===== src/rtl/rob_ring.sv =====
module rob_ring #(
  parameter int DEPTH = 12,
  parameter int OP_W  = 8,
  parameter int DST_W = 5,
  parameter int VAL_W = 32,
  localparam int TAG_W = $clog2(DEPTH),
  localparam int CNT_W = $clog2(DEPTH + 1)
) (
  input  logic             clk,
  input  logic             rst_n,
  input  logic             flush,
  input  logic             alloc_req,
  input  logic [OP_W-1:0]  alloc_op,
  input  logic [DST_W-1:0] alloc_dst,
  output logic             alloc_ready,
  output logic [TAG_W-1:0] alloc_tag,
  input  logic             wb_en,
  input  logic [TAG_W-1:0] wb_tag,
  input  logic [VAL_W-1:0] wb_val,
  input  logic [TAG_W-1:0] rd_tag,
  output logic             rd_ready,
  output logic [VAL_W-1:0] rd_val,
  output logic             cm_valid,
  output logic [TAG_W-1:0] cm_tag,
  output logic [OP_W-1:0]  cm_op,
  output logic [DST_W-1:0] cm_dst,
  output logic [VAL_W-1:0] cm_val
);

  function automatic logic [TAG_W-1:0] step_ptr(input logic [TAG_W-1:0] p);
    return (p == TAG_W'(DEPTH - 1)) ? '0 : p + 1'b1;
  endfunction

  logic [TAG_W-1:0] head_q, tail_q;
  logic [CNT_W-1:0] cnt_q;
  logic [DEPTH-1:0] busy_q, done_q;
  logic [OP_W-1:0]  op_q  [DEPTH];
  logic [DST_W-1:0] dst_q [DEPTH];
  logic [VAL_W-1:0] val_q [DEPTH];

  logic alloc_fire, cm_fire, wb_hit, wb_in, rd_in, rd_fwd;

  assign wb_in  = {1'b0, wb_tag} < (TAG_W + 1)'(DEPTH);
  assign rd_in  = {1'b0, rd_tag} < (TAG_W + 1)'(DEPTH);
  assign wb_hit = wb_en && wb_in && busy_q[wb_tag];
  assign rd_fwd = wb_hit && (wb_tag == rd_tag);

  assign alloc_ready = cnt_q != CNT_W'(DEPTH);
  assign alloc_tag   = tail_q;
  assign alloc_fire  = alloc_req && alloc_ready && !flush;

  assign cm_valid = (cnt_q != '0) && done_q[head_q] && !flush;
  assign cm_fire  = cm_valid;
  assign cm_tag   = head_q;
  assign cm_op    = op_q[head_q];
  assign cm_dst   = dst_q[head_q];
  assign cm_val   = val_q[head_q];

  assign rd_ready = rd_in && busy_q[rd_tag] && (done_q[rd_tag] || rd_fwd);
  assign rd_val   = rd_fwd ? wb_val : val_q[rd_tag];

  always_ff @(posedge clk or negedge rst_n) begin
    if (!rst_n) begin
      head_q <= '0;
      tail_q <= '0;
      cnt_q  <= '0;
      busy_q <= '0;
      done_q <= '0;
    end else if (flush) begin
      tail_q <= head_q;
      cnt_q  <= '0;
      busy_q <= '0;
      done_q <= '0;
    end else begin
      if (alloc_fire) begin
        tail_q         <= step_ptr(tail_q);
        busy_q[tail_q] <= 1'b1;
        done_q[tail_q] <= 1'b0;
      end
      if (wb_hit)
        done_q[wb_tag] <= 1'b1;
      if (cm_fire) begin
        head_q         <= step_ptr(head_q);
        busy_q[head_q] <= 1'b0;
      end
      cnt_q <= cnt_q + CNT_W'(alloc_fire) - CNT_W'(cm_fire);
    end
  end

  always_ff @(posedge clk) begin
    if (alloc_fire) begin
      op_q[tail_q]  <= alloc_op;
      dst_q[tail_q] <= alloc_dst;
    end
    if (wb_hit)
      val_q[wb_tag] <= wb_val;
  end

endmodule



===== config.mk =====
export PLATFORM = sky130hd
export DESIGN_NAME = rob_ring
export DESIGN_NICKNAME = d
export VERILOG_FILES = /design/src/rtl/rob_ring.sv
export SDC_FILE = /design/constraint.sdc
export NUM_CORES = 1
export LEC_CHECK = 0
export BUFFER_PORTS_ARGS = -buffer_cell sky130_fd_sc_hd__buf_2
export CAP_MARGIN = 40
export CORE_MARGIN = 4
export CORE_UTILIZATION = 50
export CTS_CLUSTER_DIAMETER = 50
export CTS_CLUSTER_SIZE = 8
export DETAILED_ROUTE_END_ITERATION = 12
export PLACE_DENSITY = 0.73
export SLEW_MARGIN = 15
export SYNTH_ARGS = -nofsm -noshare
export SYNTH_HDL_FRONTEND = slang
export SYNTH_SLANG_ARGS = --single-unit

===== constraint.sdc =====
create_clock -name clk -period 4.4 [get_ports clk]
set_input_delay 1.32 -clock clk [delete_from_list [all_inputs] [get_ports clk]]
set_output_delay 1.32 -clock clk [all_outputs]
set_load 0.02 [all_outputs]

==> flow_metrics.env <==
export IMPL_wirelength_um=68600
export IMPL_cts_tree="built"
export IMPL_final_layout_size_suffix_gt1_frac=0.372
export IMPL_die_x_um=237
export IMPL_rows=83
export IMPL_critPathMostFrequentCell="mux2_4"
export IMPL_slew_violations=0
export IMPL_cts_buffers=84
export IMPL_hold_class="in2async"
export IMPL_antenna_found_initial=2
export IMPL_switching_power_mw=4.89
export IMPL_htreeDepth=3
export IMPL_dp_hpwl_um=38700
export IMPL_crit_path_start_kind="input port"
export IMPL_synth_area_um2=26200
export IMPL_vias_per_cell=6.39
export IMPL_combPwrFrac=0.267
export IMPL_io_buffers=145
export IMPL_cp_required_ps=3080
export IMPL_ys_seq_area_frac=0.652
export IMPL_power_internal_mw=11.6
export IMPL_grt_max_degree=69
export IMPL_syn2layout_area_growth_pct=20.0
export IMPL_first_pass_iters=5
export IMPL_synthDominantCellAreaShare=0.618
export IMPL_p_seq_frac=0.380
export IMPL_syn_nets=1595
export IMPL_gr_total_overflow=0
export IMPL_max_slew_margin=0.443
export IMPL_initialDrtViolationCount=1713
export IMPL_regArea_um2=17100
export IMPL_max_cap_viol_count=0
export IMPL_crit_slowest_cell="mux2_4"
export IMPL_final_core_util=0.610
export IMPL_vias=15956
export IMPL_routabilityCongestion=0.812
export IMPL_synthFlopType="edfxtp_1"
export IMPL_yosysWarnings=0
export IMPL_fill_cells=3593
export IMPL_crit_arrival_ps=3060
export IMPL_setup_violations=0
export IMPL_power_density_nw_per_um2=524
export IMPL_synth_area_leaders="edfxtp_1 (62%), mux4_2 (15%), mux2_2 (3.9%)"
export IMPL_dp_slack_ps=-8.96
export IMPL_power_leakage_nw=11.0
export IMPL_hold_violations=0
export IMPL_drc=0
export IMPL_crit_type="in2out"
export IMPL_async_flop_share=0.0625
export IMPL_routedWlPerCell_um=27.5
export IMPL_die_y_um=237
export IMPL_crit_fanout=7
export IMPL_numClockSinks=576
export IMPL_period_minus_slack_ps=4380
export IMPL_pin_count=146
export IMPL_synth_edf_count=540
export IMPL_clkSlewWorstSetupHoldPaths_ps=50
export IMPL_finClkSkew_ps=18.8
export IMPL_finalCritPeriodShare=0.996
export IMPL_ys_ff_latch=576
export IMPL_status="finished clean"
export IMPL_p_sw_frac=0.296
export IMPL_core_um2=51600
export IMPL_start_util=0.508
export IMPL_slowest_delay_ps=310
export IMPL_p_clk_frac=0.353
export IMPL_first_global_vias=16549
export IMPL_syn_inst=1522
export IMPL_cts_hold_buffers=0
export IMPL_synth_largest_area_cell="edfxtp_1"
export IMPL_multi_input_area_um2=8670
export IMPL_tightest_slew_ps=830
export IMPL_irDropWorstVdd_mv=0.393
export IMPL_timing_fmax_ghz=0.228
export IMPL_grt_usage=0.239
export IMPL_path_cells="buf_8 > mux2_4 > o311a_1 > nand4_1 > a21oi_4 > buf_12 > clkbuf_16 > mux2_4 > buf_6"
export IMPL_avgSynthCellArea_um2=17.2
export IMPL_postRouteAntennaNets=0
export IMPL_fin_ws_ps=18.9
export IMPL_grt_first_pass_wirelength_um=102000
export IMPL_num_nets_final=1846
export IMPL_rsz0062_at_grt="true"
export IMPL_endpoint_kind="primary output"
export IMPL_cts_root_buf="clkbuf_16"
export IMPL_synth_distinct_cells=53
export IMPL_clk_latency_ps=630
export IMPL_die_area_um2=56200
export IMPL_clockBufferDepth=3
## registers in the layout (all words and copies together) (netlist names)
register and cells:
val_q 384, done_q 12, alloc_tag 4, cm_tag 4, op_q 96, dst_q 60
cnt_q 4, busy_q 12
## final cells by class
type                       count  area share
sequential                   576       0.544
multi-input combinational    816       0.275
timing repair buffer         275      0.0760
clock buffer                 115      0.0711
tap                          680      0.0270
clock inverter                12     0.00421
inverter                      20     0.00242
antenna                        2    0.000159
## logic make-up (layout without fill, tap and decap cells)
family | count (synthesis) | in the layout | synth area share
DFF | 576 | 576 | 0.652
muxes | 348 | 348 | 0.222
and+or+nand+nor | 251 | 251 | 0.0411
AOI/OAI and AO/OA | 196 | 196 | 0.0518
buffers and inverters | 130 | 422 | 0.0237
adders and majority gates | 15 | 15 | 0.00744
xor gates and xnor gates | 6 | 6 | 0.00200
other | 0 | 2 | 0
## metrics by stage
step	TNS, ps	hold WS (ps)	area [um^2]	power [mW]	instances
5_1_grt	-233	489	31500	17.2	2495
4_1_cts	0	548	31100	16.6	2480
2_1_floorplan	0	494	26300	9.39	1522
6_report	0	510	31500	16.5	2496
3_5_place_dp	-8.96	536	28700	10.7	2352
3_3_place_gp	-3.49	522	28700	10.7	2351
## routing by layer
metal | up-vias | global-route usage | wire length, um
li1 | 6701 | - | -
met1 | 8286 | 0.318 | 26300
met2 | 822 | 0.397 | 34300
met3 | 145 | 0.0518 | 6020
met4 | 2 | 0.0793 | 1920
met5 | - | 0 | 7
## final timing paths
kind | from | to | slack (ps) | cells past startpoint
worst min register to register | done_q[8] | done_q[8] | 550 | 2
max in group asynchronous | rst_n | cm_tag[0] | 3490 | 2
worst min-delay path | rst_n | cnt_q[2] | 510 | 1
worst max register to register | cm_tag[1] | cnt_q[2] | 1080 | 10
worst max-delay path | wb_tag[1] | rd_val[23] | 20 | 9
min in group clk | done_q[8] | done_q[8] | 550 | 2
## cells in the final DEF, fill, tap and decap left out, types with 4 or more instances in the layout
master / n
nor2_4: 10
mux2_4: 14
o21ai_0: 36
buf_4: 91
nor2_1: 57
ha_1: 14
nand2b_1: 10
xnor2_1: 6
o22ai_1: 31
buf_6: 14
clkbuf_16: 90
o32ai_1: 7
a211oi_1: 11
inv_1: 18
nand4_1: 4
dfrtp_1: 33
nand3_1: 4
a221o_1: 32
clkbuf_1: 29
mux2i_1: 73
nor2b_1: 6
nand2_1: 135
mux4_2: 176
edfxtp_1: 540
a31oi_1: 46
buf_12: 33
and2_1: 8
buf_2: 126
mux2_2: 84
a21oi_1: 15
## repair_timing
item | CTS | global route
pin swaps | 1 | 4
hold endpoints to repair | 0 | 0
gates cloned | 0 | 6
endpoints found under the setup margin | 5 | 29
buffers inserted | 1 | 6
resized for setup | 2 | 55
## critical path: cells and delay by family
kind                   cells  cell delay (ps)
buffers and inverters      4              580
multiplexers               2              600
AO/OA/AOI/OAI              2              380
AND/OR/NAND/NOR            1              160
## cell usage after synthesis, types with 2 or more instances
cell and n:
nand4_1 4, o22ai_1 32, buf_4 8, o21a_1 2, clkbuf_1 52, inv_1 19
mux4_2 176, nand2_1 135, a211oi_1 11, dfrtp_1 36, edfxtp_1 540, nand3b_1 2
mux2_4 2, o32ai_1 7, ha_1 14, mux2_1 5, nand3_1 4, nor3_1 5
mux2_2 92, buf_1 8, buf_2 33, xnor2_1 6, nand2b_1 11, o211ai_1 3
mux2i_1 73, a221o_1 32, buf_6 8, or3b_2 2, nor2_1 67, a31oi_1 46
and2_1 8, nor2b_1 7, o21ai_0 38, a21oi_1 15
## power groups by stage
stage / registers, mW / clock network [mW] / logic [mW]
after floorplan: 6.30 / 0 / 3.09
after global placement: 6.36 / 0 / 4.35
after detailed placement: 6.36 / 0 / 4.38
after CTS: 6.26 / 5.92 / 4.41
after global routing: 6.27 / 6.19 / 4.73
final: 6.27 / 5.83 / 4.41
Power figures use the tool's default switching activity.
